`config.mk`:
```
export PLATFORM = sky130hd
export DESIGN_NAME = spd_trip_unit
export DESIGN_NICKNAME = d
export VERILOG_FILES = /design/src/rtl/spd_trip_pkg.sv /design/src/rtl/spd_history.sv /design/src/rtl/spd_shaft_check.sv /design/src/rtl/spd_trip_latch.sv /design/src/rtl/spd_trip_unit.sv
export SDC_FILE = /design/constraint.sdc
export NUM_CORES = 1
export LEC_CHECK = 0
export ABC_CLOCK_PERIOD_IN_PS = 16700
export CAP_MARGIN = 30
export CORE_MARGIN = 8
export CORE_UTILIZATION = 60
export DETAILED_ROUTE_END_ITERATION = 7
export HOLD_SLACK_MARGIN = 0.06
export PLACE_DENSITY = 0.84
export SETUP_SLACK_MARGIN = 0.2
export SYNTH_ARGS = -nofsm -noshare
export SYNTH_HDL_FRONTEND = slang
export SYNTH_SLANG_ARGS = --single-unit
```
`constraint.sdc`:
```
create_clock -name clk -period 16.7 [get_ports clk]
set_clock_uncertainty 0.05 [all_clocks]
set_input_delay 1.67 -clock clk [delete_from_list [all_inputs] [get_ports clk]]
set_output_delay 1.67 -clock clk [all_outputs]
set_load 0.03 [all_outputs]
```
`src/rtl/spd_trip_pkg.sv`:
```
package spd_trip_pkg;

    typedef enum logic [1:0] {
        HIST_EMPTY,
        HIST_PRIMED,
        HIST_ARMED
    } hist_state_t;

    localparam int TRIP_N      = 6;
    localparam int T_HP_OS     = 0;
    localparam int T_HP_DECEL  = 1;
    localparam int T_LP_OS     = 2;
    localparam int T_LP_DECEL  = 3;
    localparam int T_LP_ACCEL  = 4;
    localparam int T_LOCKROT   = 5;

endpackage

```
`src/rtl/spd_history.sv`:
```
module spd_history
    import spd_trip_pkg::*;
#(
    parameter int SPD_W = 12
) (
    input  logic                   clk,
    input  logic                   rst_n,
    input  logic                   smp_valid,
    input  logic [SPD_W-1:0]       hp_in,
    input  logic [SPD_W-1:0]       lp_in,
    output logic [1:0][SPD_W-1:0]  cur_spd,
    output logic [1:0][SPD_W-1:0]  prev_spd,
    output hist_state_t            state
);

    hist_state_t state_nxt;

    always_ff @(posedge clk or negedge rst_n) begin
        if (!rst_n) begin
            state <= HIST_EMPTY;
        end else begin
            state <= state_nxt;
        end
    end

    always_comb begin
        state_nxt = state;
        unique case (state)
            HIST_EMPTY:  if (smp_valid) state_nxt = HIST_PRIMED;
            HIST_PRIMED: if (smp_valid) state_nxt = HIST_ARMED;
            HIST_ARMED:  state_nxt = HIST_ARMED;
            default:     state_nxt = HIST_EMPTY;
        endcase
    end

    always_ff @(posedge clk or negedge rst_n) begin
        if (!rst_n) begin
            cur_spd  <= '0;
            prev_spd <= '0;
        end else if (smp_valid) begin
            prev_spd <= cur_spd;
            cur_spd  <= {lp_in, hp_in};
        end
    end

endmodule

```
`src/rtl/spd_shaft_check.sv`:
```
module spd_shaft_check #(
    parameter int SPD_W         = 12,
    parameter int SMP_PER_SEC   = 100,
    parameter int UNITS_PER_PCT = 10
) (
    input  logic [SPD_W-1:0] cur,
    input  logic [SPD_W-1:0] prev,
    input  logic [SPD_W-1:0] os_limit,
    input  logic             level_ok,
    input  logic             rate_ok,
    output logic             over_speed,
    output logic             over_decel
);

    localparam logic [31:0] DECEL_LIM = 32'(100 * UNITS_PER_PCT);

    logic [31:0] drop_rate;

    always_comb begin
        drop_rate = '0;
        if (prev > cur) begin
            drop_rate = 32'(prev - cur) * 32'(SMP_PER_SEC);
        end
    end

    assign over_speed = level_ok && (cur > os_limit);
    assign over_decel = rate_ok && (drop_rate > DECEL_LIM);

endmodule

```
`src/rtl/spd_trip_latch.sv`:
```
module spd_trip_latch #(
    parameter int              N      = 6,
    parameter logic [N-1:0]    STICKY = '1
) (
    input  logic         clk,
    input  logic         rst_n,
    input  logic         clr,
    input  logic [N-1:0] cond,
    output logic [N-1:0] q
);

    for (genvar i = 0; i < N; i++) begin : g_bit
        if (STICKY[i]) begin : g_sticky
            always_ff @(posedge clk or negedge rst_n) begin
                if (!rst_n) begin
                    q[i] <= 1'b0;
                end else if (clr) begin
                    q[i] <= cond[i];
                end else begin
                    q[i] <= q[i] | cond[i];
                end
            end
        end else begin : g_follow
            always_ff @(posedge clk or negedge rst_n) begin
                if (!rst_n) begin
                    q[i] <= 1'b0;
                end else begin
                    q[i] <= cond[i];
                end
            end
        end
    end

endmodule

```
`src/rtl/spd_trip_unit.sv`:
```
module spd_trip_unit
    import spd_trip_pkg::*;
#(
    parameter int SPD_W         = 12,
    parameter int ACC_W         = 20,
    parameter int SMP_PER_SEC   = 100,
    parameter int UNITS_PER_PCT = 10
) (
    input  logic              clk,
    input  logic              rst_n,
    input  logic              smp_valid,
    input  logic [SPD_W-1:0]  hp_speed,
    input  logic [SPD_W-1:0]  lp_speed,
    input  logic [SPD_W-1:0]  hp_os_limit,
    input  logic [SPD_W-1:0]  lp_os_limit,
    input  logic [SPD_W-1:0]  test_limit,
    input  logic              test_sel,
    input  logic [ACC_W-1:0]  accel_limit,
    input  logic [SPD_W-1:0]  accel_min_speed,
    input  logic              dual_en,
    input  logic              accel_en,
    input  logic              lockrot_en,
    input  logic              master_reset,
    output logic [5:0]        trip_flags,
    output logic              trip_any
);

    localparam logic [SPD_W-1:0] ONE_PCT   = SPD_W'(UNITS_PER_PCT);
    localparam logic [SPD_W-1:0] SIXTY_PCT = SPD_W'(60 * UNITS_PER_PCT);
    localparam logic [TRIP_N-1:0] STICKY_MASK = TRIP_N'(~(1 << T_LOCKROT));

    hist_state_t               hist_state;
    logic [1:0][SPD_W-1:0]     cur_spd;
    logic [1:0][SPD_W-1:0]     prev_spd;
    logic [1:0][SPD_W-1:0]     os_lim;
    logic [1:0]                os_c;
    logic [1:0]                dc_c;
    logic                      level_ok;
    logic                      rate_ok;
    logic [31:0]               rise_rate;
    logic                      accel_c;
    logic                      lockrot_c;
    logic [TRIP_N-1:0]         cond;

    spd_history #(.SPD_W(SPD_W)) u_hist (
        .clk       (clk),
        .rst_n     (rst_n),
        .smp_valid (smp_valid),
        .hp_in     (hp_speed),
        .lp_in     (lp_speed),
        .cur_spd   (cur_spd),
        .prev_spd  (prev_spd),
        .state     (hist_state)
    );

    assign level_ok = (hist_state != HIST_EMPTY);
    assign rate_ok  = (hist_state == HIST_ARMED);

    assign os_lim[0] = test_sel ? test_limit : hp_os_limit;
    assign os_lim[1] = test_sel ? test_limit : lp_os_limit;

    for (genvar s = 0; s < 2; s++) begin : g_shaft
        spd_shaft_check #(
            .SPD_W         (SPD_W),
            .SMP_PER_SEC   (SMP_PER_SEC),
            .UNITS_PER_PCT (UNITS_PER_PCT)
        ) u_chk (
            .cur        (cur_spd[s]),
            .prev       (prev_spd[s]),
            .os_limit   (os_lim[s]),
            .level_ok   (level_ok),
            .rate_ok    (rate_ok),
            .over_speed (os_c[s]),
            .over_decel (dc_c[s])
        );
    end

    always_comb begin
        rise_rate = '0;
        if (cur_spd[1] > prev_spd[1]) begin
            rise_rate = 32'(cur_spd[1] - prev_spd[1]) * 32'(SMP_PER_SEC);
        end
    end

    assign accel_c = rate_ok && dual_en && accel_en &&
                     (rise_rate > 32'(accel_limit)) &&
                     (cur_spd[1] > accel_min_speed);

    assign lockrot_c = lockrot_en && level_ok &&
                       ((cur_spd[0] < ONE_PCT) ||
                        (dual_en && (cur_spd[0] > SIXTY_PCT) && (cur_spd[1] < ONE_PCT)));

    always_comb begin
        cond             = '0;
        cond[T_HP_OS]    = os_c[0];
        cond[T_HP_DECEL] = dc_c[0];
        cond[T_LP_OS]    = dual_en && os_c[1];
        cond[T_LP_DECEL] = dual_en && dc_c[1];
        cond[T_LP_ACCEL] = accel_c;
        cond[T_LOCKROT]  = lockrot_c;
    end

    spd_trip_latch #(.N(TRIP_N), .STICKY(STICKY_MASK)) u_latch (
        .clk   (clk),
        .rst_n (rst_n),
        .clr   (master_reset),
        .cond  (cond),
        .q     (trip_flags)
    );

    assign trip_any = |trip_flags;

endmodule


```
# After elaboration in Yosys (flattened, before gate mapping)

Cells that the tools add are included.

Eq/ne operators: 4
$add $sub $neg: 3
Multiply operators: 3
Bitwise operators: 5
Muxes and demuxes: 13
$lt $le $gt $ge: 12
Reductions and logical operators: 19

Operators by type and width:

| kind                                                            | number |
|---|---|
| multiplier 32 x 5 -> 30 bit, second input constant              | 3 |
| two-way mux 32 bit                                              | 3 |
| greater-than comparator 12 bit                                  | 6 |
| greater-than comparator 32 x 10 -> 1 bit, second input constant | 2 |
| subtractor 12 x 12 -> 13 bit                                    | 3 |
| greater-than comparator 32 x 20 -> 1 bit                        | 1 |
| less-than comparator 12 x 4 -> 1 bit, second input constant     | 2 |
| two-way mux 12 bit                                              | 2 |
| logical AND 1 bit                                               | 14 |
| greater-than comparator 12 x 10 -> 1 bit, second input constant | 1 |
| one-hot mux 2 bit (3 select lines)                              | 1 |
| OR reduction 6 bit                                              | 1 |
| two-way mux 1 bit                                               | 5 |
| OR 1 bit                                                        | 5 |
| two-way mux 2 bit                                               | 2 |
| != test 2 bit, second input constant                            | 2 |
| == test 2 x 1 -> 1 bit, second input constant                   | 1 |
| == test 2 bit, second input constant                            | 1 |
| zero test 2 bit                                                 | 1 |
| AND reduction 2 bit                                             | 1 |
| nonzero test 2 bit                                              | 1 |
| logical OR 1 bit                                                | 1 |

Word-level logic and storage cells: 70
Register bits: 56
Input port bits: 100
Output and inout bits: 7

# Longest topological paths before layout

Depth after elaboration: 8
Gate-level depth with buffers: 29
Depth with buffers taken out: 29

# Modules after synthesis

A second synthesis with hierarchy kept.

Cell total of the unflattened synthesis: 1,156
Area, all modules: 9,927.0 µm²

Modules (own cells, without submodules):

| module                             | cells an instance | seq. area each (µm²) | times used | area an instance (µm²) |
|---|---|---|---|---|
| spd_trip_unit                      | 451               | 0.0                  | 1          | 3,196.8 |
| spd_shaft_check (g_shaft[1].u_chk) | 295               | 0.0                  | 1          | 2,332.2 |
| spd_shaft_check (g_shaft[0].u_chk) | 287               | 0.0                  | 1          | 2,283.4 |
| spd_history                        | 111               | 1,251.2              | 1          | 1,923.1 |
| spd_trip_latch                     | 12                | 150.1                | 1          | 191.4 |

# Least setup slack after synthesis

No wires, ideal clock.

Kind: reg-to-reg
Start point: register u_hist.cur_spd[13] in the netlist's numbering
End point: register u_latch.q[4]
Buffers on the path: 0
Setup time: 0.130 ns
Data required time: 16.520 ns
Arrival time: 5.707 ns
Slack: 10.813 ns
Cell stages (with the launch flop): 30
Clock period less this slack: 5.887 ns
Cells stage by stage: dfrtp_1 > inv_1 > ha_1 > nor2b_1 > o21ai_0 > a21o_1 > a31oi_1 > and3_1 > a21oi_1 > nor2b_1 > xnor2_1 > ha_1 > ha_1 > inv_1 > fa_1 > inv_1 > ha_1 > a21o_1 > a21oi_1 > o21ai_0 > a21oi_1 > xnor2_1 > nor2_1 > ha_1 > a21o_1 > a21o_1 > a21oi_1 > nand4b_1 > a32oi_1 > o41ai_1

Cells in the longest elaborated chain, start to end: 8
Elaborated cells between the ends (all ways): 10
Those cells by class: 1 x add/sub; 1 x mul; 3 x order compare; 2 x mux; 1 x bitwise; 2 x reduce/logical

Ends and longest elaborated chain:

| item                                     | RTL line             | source |
|---|---|---|
| start, declared                          | spd_history.sv:11    | `output logic [1:0][SPD_W-1:0] cur_spd,` |
| start signal, assigned                   | spd_history.sv:42    | `cur_spd <= {lp_in, hp_in};` |
| subtractor 12 x 12 -> 13 bit             | spd_trip_unit.sv:81  | `rise_rate = 32'(cur_spd[1] - prev_spd[1]) * 32'(SMP_PER_SEC);` |
| multiplier 32 x 5 -> 30 bit              | spd_trip_unit.sv:81  |  |
| two-way mux 32 bit                       | spd_trip_unit.sv:80  | `if (cur_spd[1] > prev_spd[1]) begin` |
| greater-than comparator 32 x 20 -> 1 bit | spd_trip_unit.sv:86  | `(rise_rate > 32'(accel_limit)) &&` |
| logical AND 1 bit                        | spd_trip_unit.sv:85  | `assign accel_c = rate_ok && dual_en && accel_en &&` |
| logical AND 1 bit *                      | spd_trip_unit.sv:86  |  |
| OR 1 bit                                 | spd_trip_latch.sv:20 | `q[i] <= q[i] \| cond[i];` |
| two-way mux 1 bit *                      | spd_trip_latch.sv:17 | `end else if (clr) begin` |
| end signal, assigned by index            | spd_trip_latch.sv:18 | `q[i] <= cond[i];` |
| end signal, assigned by index            | spd_trip_latch.sv:20 |  |
| end, declared                            | spd_trip_latch.sv:9  | `output logic [N-1:0] q` |

Every way passes the cells marked *; elsewhere a longest branch is shown, timed or not.
A chain may end at the register's enable or synchronous reset.

# Final worst setup path

Ends and elaborated chain as after synthesis.

==> summary.txt <==
Status
  – Outcome: finished, final reports clean

Cells and area
  – Final Cell Area: 10800 um^2
  – FF+latch area: roughly 1400 um^2
  – Multi-input logic area: a little over 7000 um^2
  – Highest-count cells in the layout ignoring fill and taps: ha_1 (210), inv_1 (206), clkdlybuf4s50_1 (104)
  – Fillers: around 1300
  – Final net count: ~1600
  – ANT cells: 0
  – Commonest non-fill, non-tap cell in the layout: ha_1
  – Layout cells sized above 1: 3.62%
  – Area grow syn2layout: 14.8%

Route
  – Wire per inst: 15.9 um
  – Drt initial violations: 433
  – Detailed Routing Iterations Pass 1: 5
  – ANT nets after route: 0
  – Via Count: ~8000
  – Remaining DRCs: 0
  – WL final: approximately 23 mm
  – Via density: 5.67

Logic synthesis
  – Synth warn: 0
  – Yosys top cell area share: around 28%
  – Post-synthesis async set-or-reset flop share: 100%
  – Netlist cell types: just over 70
  – Post-Synthesis Cells: 1122
  – Netlist Area Pre-Place: 9440 um^2
  – Register area share after synthesis: between 10% and 20%
  – Seq cells post-synth: 56
  – EDFF count, synth: 0
  – Post-Syn Nets: about 1500
  – Post-synth top area cell: ha_1
  – Top_reg_cell synth: dfrtp_1
  – Synth area leaders: ha_1 (28%), dfrtp_1 (15%), fa_1 (8.3%), inv_1 (8.2%), o21ai_0 (4.4%)
  – Syn Area/Cell: about 8.4 um^2

CTS
  – Root buffer cell: clkbuf_16
  – Clk_lat worst skew: roughly 0.30 ns
  – CTS tree: built
  – Clock Sinks: 56
  – Worst-path clk slew: 0.08 ns
  – Max clock buf depth: 2
  – CTS Buf Count: 5
  – Post-cts hold buffer count: 0
  – CTS-repair resized insts: 0
  – Post-CTS setup buffers: 0
  – H-tree depth: 2

Critical path
  – Worst reg2reg startpoint: u_hist.cur_spd[13]$_DFFE_PN0P_
  – Crit-path max FO: 7
  – Slowest stage cell, crit path: dfrtp_1
  – R2R Setup Slk: 10.11 ns
  – Crit. End Element: flip-flop
  – Most used cell along the critical path: ha_1
  – Reg2Reg Depth: 29
  – Critical Path Start Type: flip-flop
  – R2r endpoint: u_latch.q[4]$_DFF_PN0_
  – Setup CP Type: reg -> reg
  – Critical Path Max Stage Delay: about 0.52 ns
  – CP Data Required Time: 16.81 ns
  – Critical path origin: u_hist.cur_spd[13]$_DFFE_PN0P_
  – Worst path arrival time: about 6.7 ns

Floorplanning
  – Chip height: around 140 um
  – Die W: ~140 um
  – Die ar.: between 20000 and 25000 um^2
  – Starting density of the core: between 60% and 70%
  – FP Rows: between 40 and 50
  – I/O Pins: around 110
  – Core area: about 16000 um^2

Job
  – Max Cap Viol: 0

Timing
  – Worst-margin pin slew: slightly above 0.8 ns
  – Final Critical Period: about 6.6 ns
  – Final setup viols: 0
  – RSZ-0062 raised after global routing: no
  – F_max: around 150 MHz
  – WHS: 0.470 ns
  – Max-slew violation count: 0
  – Final Hold Fails: 0
  – Slew HR: between 40% and 50%
  – Final period utilization: between 30 and 40%
  – Setup TNS: 0 ns
  – Worst setup margin: ~10 ns

Placed design
  – DP Area: roughly 11000 um^2
  – Final Wtd Congestion: between 0.9 and 1
  – Setup WS pre-CTS: a little over 10 ns
  – PortBufs: about 110
  – Detail Placement HPWL: 19.5 mm

Global route
  – First-pass GRT wire length: ~39 mm
  – Initial antenna violation count: 0
  – Grt ovf: 0
  – Vias in the first global route: about 8300
  – Largest net degree at the start of global routing: between 80 and 90
  – Gr usage total: a little under a quarter

Min path
  – Hold path startpoint: u_hist.prev_spd[5]$_DFFE_PN0P_
  – Worst hold-check path type: reg -> reg
  – Hold EP: u_hist.prev_spd[5]$_DFFE_PN0P_
  – Hold Path Stages: 1
[worst max path at each step]
stage	to	slack, ns	depth (start not counted)
finish	u_latch.q[4]$_DFF_PN0_	10.11	29
global placement	u_latch.q[4]$_DFF_PN0_	10.43	29
floorplan	u_latch.q[4]$_DFF_PN0_	10.81	29
global route	u_latch.q[4]$_DFF_PN0_	9.47	29
detailed placement	u_latch.q[4]$_DFF_PN0_	10.17	29
CTS	u_latch.q[4]$_DFF_PN0_	10.12	29
[stage by stage]
step                cells  utilization (%)
detailed placement   1423             68.2
finish               1431             69.2
CTS                  1431             69.2
floorplan            1122                -
global placement     1423             68.2
global route         1431             69.2
[state kept, by name, indices dropped and copies added, names as in the netlist]
name	flops
u_hist.prev_spd	24
u_hist.cur_spd	24
u_hist.state	2
u_latch.q	6
[cell type report]
class                           count  area share (%)
Clock inverter                      2           0.162
Inverter                          206            7.14
Timing Repair Buffer              110            9.98
Multi-Input combinational cell    835            66.0
Clock buffer                        6            1.28
Tap cell                          216            2.49
Sequential cell                    56            12.9
[logic make-up after synthesis]
| kind of cell | after synthesis | share of synthesized area (%) |
|---|---|---|
| simple gates | 224 | 12.0 |
| fa+ha+maj | 249 | 36.1 |
| xor+xnor | 67 | 6.22 |
| compound gates | 260 | 17.6 |
| mux | 35 | 3.86 |
| buf+inv | 231 | 9.40 |
| flops | 56 | 14.8 |
[routing by layer]
| layer | track usage [%] | wire length [um] | part of all wire, % | vias up |
|---|---|---|---|---|
| met5 | 0 | 0 | 0 | - |
| met4 | 7.69 | 677 | 3.0 | 0 |
| met3 | 3.19 | 862 | 3.8 | 46 |
| met2 | 42.1 | 11400 | 50 | 192 |
| met1 | 27.8 | 9900 | 43 | 3838 |
| li1 | - | - | - | 4039 |
[cell usage after synthesis, types with 10 or more instances]
| library cell | n |
|---|---|
| inv_1 | 206 |
| nand3_1 | 10 |
| mux2_2 | 11 |
| a21oi_1 | 54 |
| nor3_1 | 13 |
| nor2_1 | 44 |
| nand2_1 | 70 |
| fa_1 | 39 |
| mux2i_1 | 24 |
| a21o_1 | 34 |
| nor2b_1 | 16 |
| ha_1 | 210 |
| clkbuf_1 | 18 |
| dfrtp_1 | 56 |
| xor2_1 | 27 |
| o21ai_0 | 83 |
| nand4_1 | 17 |
| xnor2_1 | 40 |
| nor4_1 | 10 |
[critical path, delay by kind of cell, from the launching register on]
family | cells | cell delay [ns]
AO/OA/AOI/OAI | 13 | 2.35
adder cells (fa/ha/maj) | 6 | 2.08
AND/OR/NAND/NOR | 5 | 0.69
flip-flops | 1 | 0.52
XOR/XNOR | 2 | 0.50
buffers and inverters | 3 | 0.25
Power is not shown: default switching activity piles up to over one toggle a cycle in this logic, so the estimate is an artifact.
